$ cat config.mk
export PLATFORM = sky130hd
export DESIGN_NAME = stack_node_cmd
export DESIGN_NICKNAME = d
export VERILOG_FILES = /design/src/rtl/stack_node_cmd.sv
export SDC_FILE = /design/constraint.sdc
export NUM_CORES = 1
export LEC_CHECK = 0
export BUFFER_PORTS_ARGS = -buffer_cell sky130_fd_sc_hd__buf_2
export CAP_MARGIN = 30
export CORE_MARGIN = 2
export CORE_UTILIZATION = 45
export CTS_BUF_LIST = sky130_fd_sc_hd__clkbuf_4
export CTS_CLUSTER_DIAMETER = 60
export DETAILED_ROUTE_END_ITERATION = 10
export GPL_ROUTABILITY_DRIVEN = 0
export GPL_TIMING_DRIVEN = 0
export HOLD_SLACK_MARGIN = 0.02
export MAX_ROUTING_LAYER = met4
export PLACE_DENSITY_LB_ADDON = 0.1
export SLEW_MARGIN = 10
export SYNTH_ARGS = -nofsm -noshare
export SYNTH_HDL_FRONTEND = slang
export SYNTH_SLANG_ARGS = --single-unit
$ cat constraint.sdc
create_clock -name clk -period 5.05 [get_ports clk]
set_clock_uncertainty 0.05 [all_clocks]
set_input_delay 1.01 -clock clk [delete_from_list [all_inputs] [get_ports clk]]
set_output_delay 1.01 -clock clk [all_outputs]
set_load 0.02 [all_outputs]
$ cat src/rtl/stack_node_cmd.sv
module stack_node_cmd #(
  parameter int AW = 4,
  parameter int SW = 4
) (
  input  logic          clk,
  input  logic          rst_n,
  input  logic          en,
  input  logic          cmd_valid,
  input  logic [1:0]    cmd_op,
  input  logic [AW-1:0] cmd_tgt,
  input  logic [AW-1:0] cmd_new_addr,
  input  logic [SW-1:0] cmd_new_size,
  output logic [AW-1:0] node_addr,
  output logic [SW-1:0] stack_size,
  output logic          bal_en,
  output logic          rsp_req
);
  localparam logic [AW-1:0] BCAST = '1;
  localparam logic [AW-1:0] NONE  = '0;
  localparam logic [1:0] OP_IDENT = 2'd0;
  localparam logic [1:0] OP_RESET = 2'd1;
  localparam logic [1:0] OP_BON   = 2'd2;
  localparam logic [1:0] OP_BOFF  = 2'd3;

  logic go, is_bc, is_own, id_ok, rst_ok, bon_ok, boff_ok;

  assign go      = en && cmd_valid;
  assign is_bc   = cmd_tgt == BCAST;
  assign is_own  = (node_addr != NONE) && (cmd_tgt == node_addr);
  assign id_ok   = go && cmd_op == OP_IDENT && ((is_bc && node_addr == NONE) || is_own)
                   && cmd_new_addr != NONE && cmd_new_addr != BCAST;
  assign rst_ok  = go && cmd_op == OP_RESET && is_own;
  assign bon_ok  = go && cmd_op == OP_BON  && (is_own || is_bc);
  assign boff_ok = go && cmd_op == OP_BOFF && (is_own || is_bc);

  always_ff @(posedge clk or negedge rst_n) begin
    if (!rst_n) begin
      node_addr  <= NONE;
      stack_size <= '0;
      bal_en     <= 1'b0;
      rsp_req    <= 1'b0;
    end else if (!en || rst_ok) begin
      node_addr  <= NONE;
      stack_size <= '0;
      bal_en     <= 1'b0;
      rsp_req    <= 1'b0;
    end else begin
      if (id_ok) begin
        node_addr  <= cmd_new_addr;
        stack_size <= cmd_new_size;
      end
      if (bon_ok)  bal_en <= 1'b1;
      if (boff_ok) bal_en <= 1'b0;
      rsp_req <= id_ok || ((bon_ok || boff_ok) && is_own);
    end
  end

  AST_HARD_CLEAR: assert property (@(posedge clk) disable iff (!rst_n)
    !en |=> node_addr == NONE && stack_size == '0 && !bal_en && !rsp_req);
  AST_RESET_CLEARS: assert property (@(posedge clk) disable iff (!rst_n)
    en && cmd_valid && cmd_op == OP_RESET && node_addr != NONE && cmd_tgt == node_addr
    |=> node_addr == NONE && stack_size == '0 && !bal_en);
  AST_BC_RESET_NOP: assert property (@(posedge clk) disable iff (!rst_n)
    en && cmd_valid && cmd_op == OP_RESET && cmd_tgt == BCAST
    |=> $stable(node_addr) && $stable(stack_size) && $stable(bal_en));
  AST_RESET_SILENT: assert property (@(posedge clk) disable iff (!rst_n)
    cmd_valid && cmd_op == OP_RESET |=> !rsp_req);
  AST_BEN_ON: assert property (@(posedge clk) disable iff (!rst_n)
    en && cmd_valid && cmd_op == OP_BON && (cmd_tgt == BCAST || (node_addr != NONE && cmd_tgt == node_addr))
    |=> bal_en);
  AST_BEN_OFF: assert property (@(posedge clk) disable iff (!rst_n)
    en && cmd_valid && cmd_op == OP_BOFF && (cmd_tgt == BCAST || (node_addr != NONE && cmd_tgt == node_addr))
    |=> !bal_en);
  AST_FOREIGN: assert property (@(posedge clk) disable iff (!rst_n)
    en && cmd_valid && cmd_tgt != BCAST && cmd_tgt != node_addr
    |=> $stable(node_addr) && $stable(stack_size) && $stable(bal_en) && !rsp_req);
  AST_ID_BAD: assert property (@(posedge clk) disable iff (!rst_n)
    en && cmd_valid && cmd_op == OP_IDENT && (cmd_new_addr == NONE || cmd_new_addr == BCAST)
    |=> $stable(node_addr) && $stable(stack_size) && !rsp_req);
  AST_BC_BAL_QUIET: assert property (@(posedge clk) disable iff (!rst_n)
    en && cmd_valid && cmd_op[1] && cmd_tgt == BCAST |=> !rsp_req);
endmodule

[Word level (Yosys, flattened, before mapping)]
Index checks and enable logic that the tools add are counted.
Storage, ports and cells
  flip-flop bits (word level): 10
  input port bits: 18
  output and inout bits: 10
  word-level logic and storage cells: 44
Cells by class
  eq/ne operators: 6
  muxes and demuxes: 8
  reductions and logical operators: 26
Operator list (count)
  two-way mux 4 bit: 4
  logical AND 1 bit: 14
  nonzero test 4 bit: 2
  logical OR 1 bit: 5
  == test 2 bit, second input constant: 2
  == test 4 bit: 1
  == test 4 bit, second input constant: 1
  zero test 4 bit: 1
  two-way mux 1 bit: 4
  inequality test 4 bit, second input constant: 1
  nonzero test 3 bit: 1
  == test 2 x 1 -> 1 bit, second input constant: 1
  zero test 2 bit: 1
  nonzero test 2 bit: 1
  zero test 1 bit: 1

[Longest topological paths before layout]
  word-level depth: 8
  gate-level depth with buffers: 6
  gate-level depth less buffers: 5

[Worst setup path before layout]
No wires, ideal clock.
  path kind: input to register
  start point: in cmd_tgt[3]
  end point: reg node_addr[0]
  setup time: 125 ps
  data arrival time: 2162 ps
  data required time: 4875 ps
  setup slack: 2713 ps
  stages: 6
  path buffers: 1
  cell sequence: nand4_2 nor4_2 o211ai_1 a211o_1 buf_6 mux2_4
Between the ends
  longest elaborated chain between the ends: 7
  elaborated cells on any way between the ends: 12
  classes of those cells: eq/ne: 2; mux: 1; reduce/logical: 9
Ends and longest elaborated chain
  start: declaration: RTL line 10  | input logic [AW-1:0] cmd_tgt,
  == test 4 bit (on tied branches): RTL line 28, 29
  logical AND 1 bit (on tied branches): RTL line 30, 29
  logical OR 1 bit: RTL line 30  | assign id_ok = go && cmd_op == OP_IDENT && ((is_bc && node_addr == NONE) || is_own)
  logical AND 1 bit: RTL line 30
  logical AND 1 bit (2 in a row): RTL line 31  | && cmd_new_addr != NONE && cmd_new_addr != BCAST;
  nonzero test 2 bit (no line)
  end signal: assignment: RTL line 49  | node_addr <= cmd_new_addr;
  end: declaration: RTL line 13  | output logic [AW-1:0] node_addr,
Parallel ways exist; a longest one is shown, timed or not.
A chain may end at the register's enable or synchronous reset.

[Final worst setup path]
  start point: in cmd_tgt[3]
  end point: reg stack_size[1]
Between the ends
  longest elaborated chain between the ends: 7
  elaborated cells on any way between the ends: 12
  classes of those cells: eq/ne: 2; mux: 1; reduce/logical: 9
Ends and longest elaborated chain
  == test 4 bit (on tied branches): RTL line 28, 29
  logical AND 1 bit (on tied branches): RTL line 30, 29
  logical OR 1 bit: RTL line 30
  logical AND 1 bit: RTL line 30
  logical AND 1 bit (2 in a row): RTL line 31
  nonzero test 2 bit (no line)
  end signal: assignment: RTL line 50  | stack_size <= cmd_new_size;
  end: declaration: RTL line 14  | output logic [SW-1:0] stack_size,
Parallel ways exist; a longest one is shown, timed or not.

==> results.py <==
metrics = {
    "placement": {
        "io_buffers": 27,
        "dp_hpwl_um": 1290,
        "dpl_worst_slack_ns": 2.42,
        "placed_cells": 118,
    },
    "finish": {
        "fillers": 150,
        "fin_util": 0.594,
        "drive_above_1_share": 0.429,
        "instances_no_fill": 121,
        "register_area_um2": 250,
        "final_nets": 125,
        "n_antenna_cell": 0,
        "multi_input_comb_area_um2": 435,
        "layout-area-overhead-vs-synth_pct": 24.8,
    },
    "setup_path": {
        "rrSetupSlack_ns": 3.09,
        "cp_cell_sequence": "buf_2, nand4_2, nor4_2, o211ai_1, a211o_1, buf_6, mux2_4",
        "end_kind": "flip-flop",
        "timing.critical_path.buf_inv": 2,
        "worstPathRequired_ns": 5.15,
        "slowest_stage": "a211o_1",
        "path_delay_family": "compound AO/OA/AOI/OAI gates",
        "max_stage_delay_ns": 0.30,
        "startpoint_type": "primary input",
        "critPathArrivalTime_ns": 2.45,
        "path_class": "in2reg",
        "critical_path.max_fanout": 9,
    },
    "power_and_ir_drop": {
        "ir_drop_uv": 121,
        "swShare": 0.268,
        "combPwrFrac": 0.175,
        "power.switching_w": 0.0000442,
        "seq_power_share": 0.500,
        "power_density_mw_per_mm2": 185,
        "p_int_w": 0.000121,
        "clockPowerShare": 0.325,
        "p_leak_nw": 0.476,
    },
    "global_route": {
        "grt.total_usage": 0.204,
        "antenna_found_initial": 0,
        "grt_pass1_vias": 697,
        "grt_max_degree": 11,
        "grt_overflow_total": 0,
        "grt_pass1_wl_um": 2840,
    },
    "synthesis": {
        "synth_edf_count": 0,
        "ys_dominant_reg_cell": "dfrtp_1",
        "avgSynthCellArea_um2": 9.56,
        "synth_cell_types": 28,
        "async_flop_share": 1.00,
        "syn_nets": 93,
        "synth_seq_area_share": 0.349,
        "netlist_instances": 75,
        "synth_seq_cells": 10,
        "yosys-top-cells-area": "dfrtp_1 (35%), mux2_4 (17%), nand2_1 (7.9%)",
        "syn_area_um2": 717,
        "yosys.area.top_type": "dfrtp_1",
        "synth_top_area_frac": 0.349,
        "yosysWarnings": 0,
    },
    "drt": {
        "wl_met2_um": 838,
        "drcViolationCount": 0,
        "dr_wl_met3_um": 98,
        "highest_layer": "met4",
        "drt_iter0_drc": 19,
        "vias": 710,
        "first_pass_iters": 4,
        "wl_per_cell_um": 14.0,
        "wl_um": 1690,
        "ant_nets": 0,
        "drt-met1-wl_um": 732,
        "vias_per_cell": 5.87,
    },
    "min_path": {
        "min_path_type": "in2async",
    },
    "clocking": {
        "clock-sinks": 10,
        "numCtsBuffers": 3,
        "cts.repair.resized": 0,
        "htreeDepth": 1,
        "postCtsSetupRepairBufs": 0,
        "clkLatencyLatePin_ns": 0.26,
        "cts_max_path_buffers": 2,
        "postCtsHoldBufs": 0,
        "cts_tree": "yes",
        "cts.reportedPaths.clkPinSlew_ns": 0.06,
        "root_buffer": "clkbuf_4",
    },
    "floorplanning": {
        "num_rows": 14,
        "start_util": 0.476,
        "dieArea_mm2": 0.00193,
        "boundaryPins": 28,
        "die_h_um": 43.9,
        "core_mm2": 0.00151,
        "die_x_um": 43.9,
    },
    "timing": {
        "maxSlewHeadroom": 0.596,
        "worstMarginPinSlew_ns": 0.604,
        "maxSlewViolCount": 0,
        "fin_crit_ns": 2.35,
        "worst_slack_ns": 2.70,
        "whs_ns": 0.547,
        "hold_violations": 0,
        "rsz0062_at_grt": "no",
        "fmax_mhz": 425,
        "period_share": 0.466,
        "setup_viol": 0,
        "tns_ns": 0,
    },
    "job": {
        "cap_violations": 0,
    },
    "status": {
        "outcome": "completed",
    },
}
==> cells in the mapped netlist (2+ instances only) <==
cell type / instances
nand2_1: 15
dfrtp_1: 10
a31oi_1: 8
mux2_4: 8
nor2_1: 6
nand3_1: 3
buf_6: 2
nor4_1: 2
xor2_1: 2
==> cell families (layout without fill, tap and decap cells) <==
family	after synthesis	in the layout	share of synthesized area
multiplexers	9	9	0.182
AND/OR/NAND/NOR	31	31	0.208
XOR/XNOR	3	3	0.0367
flip-flops	10	10	0.349
AO/OA/AOI/OAI	18	18	0.182
buffers and inverters	4	34	0.0436
==> placed cells by master, fill, tap and decap left out <==
| cell type | Yosys | layout |
|---|---|---|
| dfrtp_1 | 10 | 10 |
| nor4_2 | 1 | 1 |
| clkbuf_4 | 0 | 3 |
| a21o_1 | 1 | 1 |
| xnor2_1 | 1 | 1 |
| o22a_2 | 1 | 1 |
| clkbuf_1 | 1 | 1 |
| o32ai_1 | 1 | 1 |
| or2_2 | 1 | 1 |
| mux2_4 | 8 | 8 |
| nand4_1 | 1 | 1 |
| nand2_1 | 15 | 15 |
| xor2_1 | 2 | 2 |
| nand3_1 | 3 | 3 |
| o211a_1 | 1 | 1 |
| mux2i_1 | 1 | 1 |
| nand4_2 | 1 | 1 |
| a211o_1 | 1 | 1 |
| a211oi_1 | 1 | 1 |
| nor4_1 | 2 | 2 |
| buf_6 | 2 | 2 |
| nor3_1 | 1 | 1 |
| o211ai_1 | 1 | 1 |
| o31ai_1 | 1 | 1 |
| a21boi_0 | 1 | 1 |
| buf_2 | 1 | 28 |
| a31oi_1 | 8 | 8 |
| nor2_1 | 6 | 6 |
| o21ai_0 | 1 | 1 |
==> path summary, 6_finish.rpt <==
check / startpoint / endpoint / cells past startpoint
hold reg to reg: bal_en / bal_en / 2
setup / recovery: cmd_tgt[3] / stack_size[1] / 7
hold / removal: rst_n / node_addr[0] / 1
max in group asynchronous: rst_n / node_addr[1] / 1
setup reg to reg: node_addr[1] / stack_size[1] / 6
min in group clk: bal_en / bal_en / 2
==> sequential cells by signal, indices dropped and copies added (netlist names) <==
| name | cells |
|---|---|
| node_addr | 4 |
| stack_size | 4 |
| bal_en | 1 |
| rsp_req | 1 |
==> final cells by class <==
type                       count  share of cell area
clock buffer                   3              0.0252
sequential                    10               0.280
tap                           16              0.0224
multi-input combinational     61               0.487
timing repair buffer          27               0.151
buffer                         4              0.0350
==> worst reg2reg max path: stages, from the launching register on <==
cell	delay, ns
dfrtp_1	0.44
or2_2	0.33
nor4_2	0.15
o211ai_1	0.13
a211o_1	0.30
buf_6	0.16
mux2_4	0.30
==> power groups by stage <==
| stage | clock network [W] | logic [W] | registers, W |
|---|---|---|---|
| final | 0.0000538 | 0.0000289 | 0.0000826 |
| after global routing | 0.0000569 | 0.0000318 | 0.0000827 |
| after CTS | 0.0000537 | 0.0000290 | 0.0000825 |
| after detailed placement | 0 | 0.0000289 | 0.0000840 |
| after global placement | 0 | 0.0000282 | 0.0000840 |
| after floorplan | 0 | 0.0000118 | 0.0000858 |
==> per-stage QoR <==
stage	total power [W]	cell area, um2
after floorplan	0.0000977	717
after global placement	0.000112	872
after detailed placement	0.000113	872
after CTS	0.000165	895
after global routing	0.000171	895
final	0.000165	895
==> per-layer routing <==
| metal | vias to the layer above | track usage |
|---|---|---|
| li1 | 340 | - |
| met1 | 334 | 0.245 |
| met2 | 30 | 0.347 |
| met3 | 6 | 0.0125 |
| met4 | 0 | 0.0909 |
| met5 | - | - |
No activity file was read; power rests on OpenSTA's default activity.
